[src/rtl/irqc_pkg.sv]
package irqc_pkg;

  typedef struct packed {
    logic load;
    logic pickHigh;
  } irqcStrobe_t;

  // Polling rank r lives in lane (r % lanes), step (r / lanes);
  // the source index is lane * perLane + step.
  function automatic int rankToIdx(input int rank, input int lanes, input int perLane);
    return (rank % lanes) * perLane + (rank / lanes);
  endfunction

endpackage

[src/rtl/irqc_picker.sv]
module irqc_picker #(
  parameter int NUM_SRC = 15,
  parameter int LANES   = 3,
  localparam int IDX_W  = $clog2(NUM_SRC),
  localparam int PER_LANE = NUM_SRC / LANES
) (
  input  logic [NUM_SRC-1:0] cand,
  output logic               found,
  output logic [IDX_W-1:0]   winIdx
);
  import irqc_pkg::*;

  logic [NUM_SRC-1:0] byRank;
  logic [IDX_W-1:0]   idxOfRank [NUM_SRC];

  for (genvar r = 0; r < NUM_SRC; r++) begin : g_rank
    localparam int SRC = rankToIdx(r, LANES, PER_LANE);
    assign byRank[r]    = cand[SRC];
    assign idxOfRank[r] = IDX_W'(SRC);
  end

  always_comb begin
    found  = 1'b0;
    winIdx = '0;
    for (int r = NUM_SRC - 1; r >= 0; r--) begin
      if (byRank[r]) begin
        found  = 1'b1;
        winIdx = idxOfRank[r];
      end
    end
  end

endmodule

[src/rtl/irqc_datapath.sv]
module irqc_datapath #(
  parameter int NUM_SRC  = 15,
  parameter int LANES    = 3,
  parameter int VEC_W    = 16,
  parameter int VEC_BASE = 3,
  parameter int VEC_STEP = 8,
  localparam int IDX_W   = $clog2(NUM_SRC)
) (
  input  logic                   clk,
  input  logic                   rst_n,
  input  logic [NUM_SRC-1:0]     irqReq,
  input  logic [NUM_SRC-1:0]     srcEn,
  input  logic [NUM_SRC-1:0]     srcHigh,
  input  logic                   globalEn,
  input  irqc_pkg::irqcStrobe_t  strobe,
  output logic                   anyHigh,
  output logic                   anyLow,
  output logic [VEC_W-1:0]       vecAddr,
  output logic                   vecHigh
);

  logic [NUM_SRC-1:0] eligible;
  logic [NUM_SRC-1:0] levelCand [2];
  logic               levelFound [2];
  logic [IDX_W-1:0]   levelIdx [2];
  logic [IDX_W-1:0]   selIdx;
  logic [VEC_W-1:0]   nextVec;

  assign eligible     = irqReq & srcEn & {NUM_SRC{globalEn}};
  assign levelCand[0] = eligible & ~srcHigh;
  assign levelCand[1] = eligible & srcHigh;

  for (genvar lv = 0; lv < 2; lv++) begin : g_level
    irqc_picker #(.NUM_SRC(NUM_SRC), .LANES(LANES)) u_pick (
      .cand  (levelCand[lv]),
      .found (levelFound[lv]),
      .winIdx(levelIdx[lv])
    );
  end

  assign anyLow  = levelFound[0];
  assign anyHigh = levelFound[1];
  assign selIdx  = strobe.pickHigh ? levelIdx[1] : levelIdx[0];
  assign nextVec = VEC_W'(VEC_BASE) + VEC_W'(selIdx) * VEC_W'(VEC_STEP);

  always_ff @(posedge clk) begin
    if (!rst_n) begin
      vecAddr <= '0;
      vecHigh <= 1'b0;
    end else if (strobe.load) begin
      vecAddr <= nextVec;
      vecHigh <= strobe.pickHigh;
    end
  end

endmodule

[src/rtl/irqc_ctrl.sv]
module irqc_ctrl (
  input  logic                  clk,
  input  logic                  rst_n,
  input  logic                  anyHigh,
  input  logic                  anyLow,
  input  logic                  vecHigh,
  input  logic                  ack,
  input  logic                  reti,
  output irqc_pkg::irqcStrobe_t strobe,
  output logic                  vecValid,
  output logic [1:0]            inSvc
);

  logic       allowHigh;
  logic       allowLow;
  logic       grantHigh;
  logic       grantLow;
  logic       takeAck;
  logic [1:0] svcAfterRet;
  logic [1:0] svcNext;

  always_comb begin
    allowHigh       = !inSvc[1];
    allowLow        = (inSvc == 2'b00);
    grantHigh       = anyHigh && allowHigh;
    grantLow        = !grantHigh && anyLow && allowLow;
    strobe.load     = !vecValid && (grantHigh || grantLow);
    strobe.pickHigh = grantHigh;
  end

  always_comb begin
    takeAck     = vecValid && ack;
    svcAfterRet = inSvc;
    if (reti) begin
      if (inSvc[1]) svcAfterRet[1] = 1'b0;
      else          svcAfterRet[0] = 1'b0;
    end
    svcNext = svcAfterRet;
    if (takeAck) begin
      if (vecHigh) svcNext[1] = 1'b1;
      else         svcNext[0] = 1'b1;
    end
  end

  always_ff @(posedge clk) begin
    if (!rst_n) begin
      vecValid <= 1'b0;
      inSvc    <= 2'b00;
    end else begin
      inSvc <= svcNext;
      if (takeAck)          vecValid <= 1'b0;
      else if (strobe.load) vecValid <= 1'b1;
    end
  end

endmodule

[src/rtl/dual_level_irq_ctrl.sv]
module dual_level_irq_ctrl #(
  parameter int NUM_SRC  = 15,
  parameter int LANES    = 3,
  parameter int VEC_W    = 16,
  parameter int VEC_BASE = 3,
  parameter int VEC_STEP = 8
) (
  input  logic               clk,
  input  logic               rst_n,
  input  logic [NUM_SRC-1:0] irqReq,
  input  logic [NUM_SRC-1:0] srcEn,
  input  logic [NUM_SRC-1:0] srcHigh,
  input  logic               globalEn,
  input  logic               ack,
  input  logic               reti,
  output logic               vecValid,
  output logic [VEC_W-1:0]   vecAddr,
  output logic               vecHigh,
  output logic [1:0]         inService
);

  irqc_pkg::irqcStrobe_t strobe;
  logic anyHigh;
  logic anyLow;

  irqc_datapath #(
    .NUM_SRC(NUM_SRC), .LANES(LANES), .VEC_W(VEC_W),
    .VEC_BASE(VEC_BASE), .VEC_STEP(VEC_STEP)
  ) u_dp (
    .clk, .rst_n, .irqReq, .srcEn, .srcHigh, .globalEn,
    .strobe, .anyHigh, .anyLow, .vecAddr, .vecHigh
  );

  irqc_ctrl u_ctrl (
    .clk, .rst_n, .anyHigh, .anyLow, .vecHigh, .ack, .reti,
    .strobe, .vecValid, .inSvc(inService)
  );

endmodule

[config.mk]
export PLATFORM = sky130hd
export DESIGN_NAME = dual_level_irq_ctrl
export DESIGN_NICKNAME = d
export VERILOG_FILES = /design/src/rtl/irqc_pkg.sv /design/src/rtl/irqc_picker.sv /design/src/rtl/irqc_datapath.sv /design/src/rtl/irqc_ctrl.sv /design/src/rtl/dual_level_irq_ctrl.sv
export SDC_FILE = /design/constraint.sdc
export NUM_CORES = 1
export LEC_CHECK = 0
export BUFFER_PORTS_ARGS = -buffer_cell sky130_fd_sc_hd__buf_2
export CAP_MARGIN = 30
export CORE_AREA = 2 2 48 72
export DETAILED_ROUTE_END_ITERATION = 12
export DIE_AREA = 0 0 50 74
export PLACE_DENSITY_LB_ADDON = 0.2
export REMOVE_ABC_BUFFERS = 1
export SYNTH_ARGS = -nofsm -noshare
export SYNTH_HDL_FRONTEND = slang
export SYNTH_SLANG_ARGS = --single-unit
export TNS_END_PERCENT = 30
[constraint.sdc]
create_clock -name clk -period 5.27 [get_ports clk]
set_input_delay 1.054 -clock clk [delete_from_list [all_inputs] [get_ports clk]]
set_output_delay 1.054 -clock clk [all_outputs]
set_load 0.02 [all_outputs]
==> results of run 1 <==
## flip-flops by register name, indices dropped and copies added, names as in the netlist
register	flops
u_dp.vecHigh	1
u_dp.vecAddr	5
u_ctrl.inSvc	2
u_ctrl.vecValid	1
## layout by cell type (no fill, tap or decap), drive strengths merged, types with 4 or more instances in the layout
cell / n
o21a: 4
clkbuf: 4
nand2: 19
conb: 10
buf: 59
nor2: 12
nand3: 10
a21oi: 7
o21ai: 16
nor4: 4
dfxtp: 9
a31oi: 7
nor2b: 4
nand4: 16
inv: 5
nand4b: 9
## layer usage
| layer | track usage (%) | part of all wire, % | vias up |
|---|---|---|---|
| li1 | - | - | 737 |
| met1 | 21.1 | 40 | 663 |
| met2 | 36.7 | 52 | 53 |
| met3 | 1.20 | 5.2 | 9 |
| met4 | 11.4 | 2.7 | 0 |
| met5 | 0 | 0 | - |
## metrics by stage
step | util [%] | worst slack, ps | power (mW)
2_1_floorplan | - | 3010 | 0.164
3_3_place_gp | 45.9 | 2360 | 0.216
3_5_place_dp | 45.9 | 2320 | 0.216
4_1_cts | 47.4 | 2560 | 0.298
5_1_grt | 47.4 | 2290 | 0.316
6_report | 47.4 | 2550 | 0.296
## path summary, 6_finish.rpt
kind | end | cells past startpoint
hold reg to reg | u_dp.vecAddr[1] | 1
hold / removal | u_dp.vecAddr[1] | 1
setup reg to reg | u_dp.vecAddr[3] | 5
setup / recovery | u_dp.vecAddr[6] | 8
## layout make-up
type	count	area, µm²
fillers	346	1630
inverters	5	18.8
clock buffers	4	45.0
repair buffers	59	295
flip-flops and latches	9	180
well taps	40	50.0
multi-input cells	144	877
## cells by family after synthesis
logic type / Yosys count / synth area share [%]
AOI/OAI and AO/OA: 52 / 28.8
buffers and inverters: 21 / 12.9
DFF: 9 / 15.3
other: 1 / 0.319
and+or+nand+nor: 82 / 42.7
## report_power, final
group | internal, mW | leakage [nW] | switching [mW] | total [mW]
clock | 0.0527 | 0.0228 | 0.0272 | 0.0799
combinational | 0.0519 | 0.628 | 0.0781 | 0.130
sequential | 0.0789 | 0.0745 | 0.00697 | 0.0859
total | 0.184 | 0.726 | 0.112 | 0.296
==> results.md, run 1 <==
- Crit path largest cell delay: 430 ps
- Max-cap violations: 0
- Largest net degree at the start of global routing: 35
- Setup bufs post-CTS: 0
- CP endpoint kind: flip-flop
- Antenna diodes: 0
- Initial core utilization: 37.9%
- Placement Rows: 25
- Via count: 1462
- Worst path required time: 5430 ps
- H-tree depth: 1
- Die ar.: 3700 µm²
- Post-synth EDFFs: 0
- Clk_skew: 1.19 ps
- Maximum vdd drop: 0.117 mV
- Fin cells: 261
- Worst rel slew slack: 64.1%
- Worst r2r src: u_ctrl.inSvc[1]
- GRT Overall Usage: 19.5%
- Core area: 3100 µm²
- Post-synth top flop: dfxtp_1
- 1st-pass router iterations: 4
- Max Clock Freq: 368 MHz
- Area contributors post-synth: dfxtp_1 15%, nand4_1 8.0%, buf_4 7.0%
- # resized after CTS: 0
- Die Wd: 50 µm
- Final Cell Area: 1470 µm²
- Startpoint Class: input port
- Vias in the first global route: 1347
- Clock slew at reported path FFs: 40 ps
- Critical path's slowest cell: buf_2
- Top post-synthesis cells by count: 17 x nand2_1, 15 x nand4_1, 12 x nor2_1
- PD cells: 202 nW/µm²
- Hold buffers post-CTS: 0
- CP most frequent cell: a31oi_1
- Worst hold path class: reg -> reg
- Dpl cells: 257
- Crit-path cells: buf_2 -> nand3_1 -> nor2_1 -> nor4bb_1 -> a31oi_1 -> o21a_1 -> o21ai_1 -> a31oi_1
- First-pass GRT wire length: 5660 µm
- Synth Warn #: 0
- Drt first-iter violations: 51
- Sequential-to-total area share from yosys stat: 15.3%
- Top cell type's share of synthesized area: 15.3%
- Port Buf Inserts: 59
- Fraction of registers with async set/reset: 0%
- # nets final: 272
- Fin Hold WS: 475 ps
- Most common cell in the netlist: nand2_1
- CP top delay family: compound AO/OA/AOI/OAI gates
- Area Growth Syn to Fin: 24.8%
- Die height: 74 µm
- Crit path kind: in -> reg
- Final period utilization: 51.6%
- Hold_sp: u_dp.vecAddr[1]
- Final HPWL DP: 3000 µm
- Wire length per cell: 13.7 µm
- Clk_lat worst skew: 230 ps
- TritonCTS Sinks: 9
- Synth Instances: 165
- Dpl cell area: 1420 µm²
- Antenna violations before repair: 0
- DRC: 0
- Avg Vias per Cell: 5.60
- RSZ-0062 raised after global routing: no
- Total CTS buffers: 3
- CP max FO: 34
- Worst Path Arrival: 2870 ps
- Clk buf depth: 2
- TritonCTS clock tree: built
- Flop-to-flop setup slack: 4080 ps
- Most area-hungry cell type in the Yosys netlist: dfxtp_1
- Post-route setup TNS: 0 ps
- I/O pin cnt: 70
- Worst Max-Slew Pin Slew: 539 ps
- Gr ovfl total: 0
- Count of final hold-check violations: 0
- Outcome: finished, final reports clean
- Post-layout min period: 2720 ps
- Worst Path Buf+Inv: 1
- Antenna Nets Post-Route: 0
- Synthesized area: 1170 µm²
- Final wirelength: 3590 µm
- Pins Over Slew Limit: 0
- Routability cong.: 0.800
- P_leak: 0.726 nW
- # setup viols final: 0
- Layout cells sized above 1: 32.1%
- Post-synth cell types: 42
- Syn_area_per_cell: 7.12 µm²
- Root Buffer: clkbuf_8
- Worst setup path startpoint: globalEn
- Yosys reg bits: 9
(Power assumes the default switching activity.)
==> run 2, diff against run 1 <==
--- a/config.mk
+++ b/config.mk
@@ -7,9 +7,9 @@
 export LEC_CHECK = 0
 export BUFFER_PORTS_ARGS = -buffer_cell sky130_fd_sc_hd__buf_2
 export CAP_MARGIN = 30
-export CORE_AREA = 2 2 48 72
+export CORE_AREA = 2 2 48 73
 export DETAILED_ROUTE_END_ITERATION = 12
-export DIE_AREA = 0 0 50 74
+export DIE_AREA = 0 0 50 75
 export PLACE_DENSITY_LB_ADDON = 0.2
 export REMOVE_ABC_BUFFERS = 1
 export SYNTH_ARGS = -nofsm -noshare
==> constraint.sdc (replaced) <==
create_clock -name clk -period 2.5 [get_ports clk]
set_input_delay 0.5 -clock clk [delete_from_list [all_inputs] [get_ports clk]]
set_output_delay 0.5 -clock clk [all_outputs]
set_load 0.02 [all_outputs]
==> run 2 against run 1 <==
  * Register-to-register slack worse by 2800 ps
  * Die area up 1.4%
  * Total power up 110%
  * Sequential power up 110%
  * Utilization up 1.5 points
  * Wire length about the same
  * Cell count up 2.3%
  * Clock skew up 2.3 ps
  * Count of clock-buffer cells in the layout unchanged
  * Via count down 1.1%
  * First-iteration DRC count down 14%
  * Largest power group unchanged
  * Highest routed layer unchanged
==> results.md, run 2 (same netlist as run 1, synthesis figures left out) <==
- 1st-pass router iterations: 4 (unchanged)
- Net Switching: 0.237 mW (+110%)
- Largest net degree at the start of global routing: 35 (unchanged)
- Worst Path Arrival: 2300 ps (-570 ps)
- Most common cell after layout, fill and taps aside: buf_2
- Crit path kind: in -> reg
- H-tree depth: 1 (unchanged)
- Post-route setup TNS: 0 ps (unchanged)
- Antenna diodes: 0 (unchanged)
- # resized after CTS: 0 (unchanged)
- Worst Max-Slew Pin Slew: 548 ps (+9.73 ps)
- Count of final hold-check violations: 0 (unchanged)
- Clk_skew: 3.44 ps (+2.26 ps)
- TritonCTS clock tree: built
- Final worst setup slack: 365 ps (-2190 ps)
- DRC: 0 (unchanged)
- Outcome: finished, final reports clean
- DP Worst Slack: 125 ps (-2200 ps)
- RSZ-0062 raised after global routing: no
- Final wirelength: 3590 µm (about the same)
- Routability cong.: 0.823 (+2.9%)
- Drt first-iter violations: 44 (-14%)
- Switching share of power: 37.8% (-0.15 points)
- Clock slew at reported path FFs: 40 ps (about the same)
- Gr ovfl total: 0 (unchanged)
- Wire length per cell: 13.4 µm (-2.2%)
- GRT Overall Usage: 19.7% (+0.23 points)
- CP endpoint kind: flip-flop
- Area Growth Syn to Fin: 28.6%
- Startpoint Class: input port
- First-pass GRT wire length: 5690 µm (+0.48%)
- Clock share of power: 27.1% (about the same)
- Die Wd: 50 µm (unchanged)
- Flop pwr share: 28.8% (-0.2 points)
- Max reg flops: 5 (unchanged)
- TritonCTS Sinks: 9 (unchanged)
- Worst rel slew slack: 63.4% (-0.65 points)
- # nets final: 278 (+2.2%)
- Clk buf depth: 2 (unchanged)
- Final period utilization: 85.4%
- PD cells: 415 nW/µm² (+110%)
- Post-layout min period: 2130 ps
- Cell Int Power: 0.390 mW (+110%)
- P_leak: 0.753 nW (+3.8%)
- Hold buffers post-CTS: 0 (unchanged)
- Fillers: 330 (-4.6%)
- Die ar.: 3750 µm² (+1.4%)
- Vias in the first global route: 1333 (-1.0%)
- Port Buf Inserts: 59 (unchanged)
- Antenna Nets Post-Route: 0 (unchanged)
- I/O pin cnt: 70 (unchanged)
- Pins Over Slew Limit: 0 (unchanged)
- Fin Hold WS: 475 ps (-0.699 ps)
- Via count: 1446 (-1.1%)
- Root Buffer: clkbuf_8
- Layout cells sized above 1: 33.9% (+1.8 points)
- Highest-count cells in the layout ignoring fill and taps: 59 x buf_2, 17 x nand2_1, 15 x nand4_1, 12 x nor2_1
- Final HPWL DP: 3060 µm (+1.8%)
- Max Clock Freq: 468 MHz
- Worst path required time: 2660 ps (-2770 ps)
- Clk_lat worst skew: 240 ps (about the same)
- Avg Vias per Cell: 5.42 (-3.3%)
- Total CTS buffers: 3 (unchanged)
- Initial core utilization: 37.9% (unchanged)
- Die height: 75 µm (+1.4%)
- Antenna violations before repair: 0 (unchanged)
- Worst hold path class: reg -> reg
- Largest register by flop count: u_dp.vecAddr
- CP max FO: 34 (unchanged)
- Max-cap violations: 0 (unchanged)
- Setup bufs post-CTS: 0 (unchanged)
- Logic pwr share: 44.0% (about the same)
- # setup viols final: 0 (unchanged)
- Placement Rows: 25 (unchanged)
- Regs by FF count: u_dp.vecAddr x5, u_ctrl.inSvc x2
- Maximum vdd drop: 0.250 mV (+110%)
- Core area: 3100 µm² (unchanged)
## run 2: per-stage QoR
stage / cells / utilization [%] / power, mW / cell area, µm²
final: 267 / 48.8 / 0.627 / 1510
after global routing: 267 / 48.8 / 0.669 / 1510
after CTS: 267 / 48.8 / 0.629 / 1510
after detailed placement: 263 / 47.4 / 0.458 / 1470
after global placement: 263 / 47.4 / 0.459 / 1470
after floorplan: 158 / - / 0.347 / 1080
## run 2: final timing paths
kind	from	end	slack, ps	cells after the start
hold / removal	u_dp.vecAddr[1]	u_dp.vecAddr[1]	470	1
hold reg to reg	u_dp.vecAddr[1]	u_dp.vecAddr[1]	470	1
setup reg to reg	u_ctrl.vecValid	u_dp.vecAddr[5]	1310	4
setup / recovery	globalEn	u_dp.vecAddr[5]	370	8
## run 2: worst max-delay path, stage by stage
cell     delay, ps
buf_2          440
nand3_1        130
nor2_1         310
nor4_1         110
a31oi_1        240
o21a_1         330
o21ai_1        100
a31oi_1        130
## run 2: power groups by stage
stage | Clock (mW) | Combinational (mW) | Sequential [mW]
2_1_floorplan | 0 | 0.134 | 0.212
3_3_place_gp | 0 | 0.275 | 0.184
3_5_place_dp | 0 | 0.275 | 0.183
4_1_cts | 0.172 | 0.276 | 0.181
5_1_grt | 0.180 | 0.305 | 0.184
6_report | 0.170 | 0.276 | 0.181
## run 2: cell type report
class | count | area [µm²] | share of cell area, %
well taps | 40 | 50.0 | 3.31
clock buffers | 4 | 45.0 | 2.98
flip-flops and latches | 9 | 180 | 11.9
inverters | 5 | 18.8 | 1.24
multi-input cells | 144 | 877 | 58.0
repair buffers | 65 | 340 | 22.5
## run 2: metal layers
metal  vias to the layer above  part of all wire (%)  global-route usage, %
li1                        753                     -                      -
met1                       630                    39                   20.9
met2                        55                    53                   37.9
met3                         8                   6.7                   2.98
met4                         0                   1.5                   8.64
met5                         -                     0                      0
==> run 3, diff against run 2 <==
--- a/config.mk
+++ b/config.mk
@@ -7,10 +7,11 @@
 export LEC_CHECK = 0
 export BUFFER_PORTS_ARGS = -buffer_cell sky130_fd_sc_hd__buf_2
 export CAP_MARGIN = 30
-export CORE_AREA = 2 2 48 73
+export CORE_AREA = 2 2 48 72
 export DETAILED_ROUTE_END_ITERATION = 12
-export DIE_AREA = 0 0 50 75
+export DIE_AREA = 0 0 50 74
 export PLACE_DENSITY_LB_ADDON = 0.2
+export RECOVER_POWER = 100
 export REMOVE_ABC_BUFFERS = 1
 export SYNTH_ARGS = -nofsm -noshare
 export SYNTH_HDL_FRONTEND = slang
==> constraint.sdc (replaced) <==
create_clock -name clk -period 2.2 [get_ports clk]
set_input_delay 0.44 -clock clk [delete_from_list [all_inputs] [get_ports clk]]
set_output_delay 0.44 -clock clk [all_outputs]
set_load 0.02 [all_outputs]
==> run 3 against run 2 <==
  * Count of clock-buffer cells in the layout stayed put
  * Sequential power is 14% higher
  * Wire length is 4.4% higher
  * Hold slack better by 10 ps
  * Clock power is 12% higher
  * Cell area is 6.3% higher
  * Global-route usage is 1.8 points higher
  * Critical endpoint is now u_dp.vecAddr[4]
  * Largest cell class unchanged
  * Highest routed layer unchanged
  * Sequential cell count stayed put
  * Utilization is 3.1 points higher
  * First-iteration DRC count is 30% lower
  * Largest power group unchanged
==> results.md, run 3 (same netlist as run 1, synthesis figures left out) <==
- Reg2Reg Depth: 4 (unchanged)
- Worst r2r src: u_ctrl.inSvc[0]
- Max Clock Freq: 511 MHz
- Final period utilization: 89.0%
- Flop-to-flop setup slack: 990 ps (-320 ps)
- Hold_sp: u_dp.vecAddr[1]
- Worst hold path class: reg -> reg
- Crit path kind: in -> reg
- Total CTS buffers: 3 (unchanged)
- Routability cong.: 0.930 (+13%)
- Most common cell after layout, fill and taps aside: buf_2
- Initial core utilization: 37.9% (unchanged)
- Root Buffer: clkbuf_8
- Port Buf Inserts: 59 (unchanged)
- P_leak: 0.779 nW (+3.4%)
- # resized after CTS: 0 (unchanged)
- Maximum vdd drop: 0.247 mV (-1.3%)
- Post-layout min period: 1960 ps
- Highest-count cells in the layout ignoring fill and taps: 48 x buf_2, 20 x buf_4, 17 x nand2_1, 15 x nand4_1, 12 x nor2_1
- Layout cells sized above 1: 33.6% (-0.31 points)
- Hold Path Depth: 1 (unchanged)
- Fin cells: 281 (+5.2%)
- CP max FO: 34 (unchanged)
- Post-route setup TNS: 0 ps (unchanged)
- Final wirelength: 3750 µm (+4.4%)
- Placement Rows: 25 (unchanged)
- 1st-pass router iterations: 4 (unchanged)
- Area Growth Syn to Fin: 36.7%
- Clock slew at reported path FFs: 40 ps (about the same)
- Clk_lat worst skew: 230 ps (about the same)
- TritonCTS Sinks: 9 (unchanged)
- Total power: 0.719 mW (+15%)
- Endpoint with the worst hold slack: u_dp.vecAddr[1]
- # setup viols final: 0 (unchanged)
- Wire length per cell: 13.3 µm (-0.80%)
- Worst path required time: 2360 ps (-300 ps)
- TritonCTS clock tree: built
- Regs by FF count: u_dp.vecAddr x5, u_ctrl.inSvc x2
- DRC: 0 (unchanged)
- Setup bufs post-CTS: 0 (unchanged)
- Die Wd: 50 µm (unchanged)
- # nets final: 292 (+5.0%)
- Via count: 1514 (+4.7%)
- Antenna Nets Post-Route: 0 (unchanged)
- Largest register by flop count: u_dp.vecAddr
- Clk_skew: 0.385 ps (-3.06 ps)
- I/O pin cnt: 70 (unchanged)
- Antenna violations before repair: 0 (unchanged)
- Die height: 74 µm (-1.3%)
- Die ar.: 3700 µm² (-1.3%)
- Hold buffers post-CTS: 0 (unchanged)
- Fillers: 343 (+3.9%)
- Final HPWL DP: 3280 µm (+7.1%)
- Core area: 3100 µm² (unchanged)
- Startpoint Class: input port
- Drt first-iter violations: 31 (-30%)
- Pins Over Slew Limit: 0 (unchanged)
- Antenna diodes: 0 (unchanged)
- PD cells: 447 nW/µm² (+7.9%)
- Max-cap violations: 0 (unchanged)
- Count of final hold-check violations: 0 (unchanged)
- R2r endpoint: u_dp.vecAddr[5]
- Worst Path Arrival: 2120 ps (-180 ps)
- Clk buf depth: 2 (unchanged)
- GRT Overall Usage: 21.5% (+1.8 points)
- Gr ovfl total: 0 (unchanged)
- Largest net degree at the start of global routing: 35 (unchanged)
- First-pass GRT wire length: 6220 µm (+9.3%)
- CP endpoint kind: flip-flop
- Avg Vias per Cell: 5.39 (-0.51%)
- Max reg flops: 5 (unchanged)
- RSZ-0062 raised after global routing: no
- Vias in the first global route: 1450 (+8.8%)
- Dpl cells: 277 (+5.3%)
- Outcome: finished, final reports clean
- H-tree depth: 1 (unchanged)
run 3: changes by cell type in the layout (fill, tap and decap cells not counted), sizes merged:
| cell | change |
|---|---|
| buf | +3 |
| clkbuf | +11 |
run 3: metrics by stage:
| step | util (%) | hold WS, ps | worst slack [ps] | cell area (µm²) |
|---|---|---|---|---|
| floorplan | - | 558 | 557 | 1080 |
| global placement | 50.7 | 464 | 7.07 | 1570 |
| detailed placement | 50.7 | 471 | -38.0 | 1570 |
| CTS | 52.2 | 482 | 181 | 1620 |
| global route | 51.9 | 512 | 34.9 | 1610 |
| finish | 51.9 | 485 | 241 | 1610 |
run 3: worst max path at each step:
stage / start / end / slack (ps) / cells after the start
finish: globalEn / u_dp.vecAddr[4] / 240 / 9
global route: globalEn / u_dp.vecAddr[3] / 30 / 8
CTS: globalEn / u_dp.vecAddr[5] / 180 / 8
detailed placement: globalEn / u_dp.vecAddr[5] / -40 / 8
global placement: globalEn / u_dp.vecAddr[4] / 7 / 9
floorplan: srcHigh[7] / u_ctrl.vecValid / 560 / 6
run 3: cell type report:
class	count	area, µm²	share of cell area [%]
Multi-Input combinational cell	144	877	54.6
Clock buffer	4	45.0	2.80
Timing Repair Buffer	79	435	27.1
Inverter	5	18.8	1.17
Sequential cell	9	180	11.2
Tap cell	40	50.0	3.12
run 3: power breakdown:
| group | leakage (nW) | internal [mW] | switching, mW |
|---|---|---|---|
| logic | 0.682 | 0.132 | 0.190 |
| registers | 0.0745 | 0.189 | 0.0177 |
| clock network | 0.0228 | 0.126 | 0.0640 |
run 3: critical path, stage by stage:
cell      delay, ps
clkbuf_4        260
nand4_2         200
nand2_1          90
nor4_2          370
nand2_1         120
buf_4           160
nand2_1         120
nand4_1         160
a31oi_1         180
run 3: layer usage:
metal  global-route usage [%]  vias up  wire, µm
li1                         -      782         -
met3                     2.21        6       191
met5                        0        -         0
met2                     43.9       50      2050
met4                     7.10        0        58
met1                     22.1      676      1440
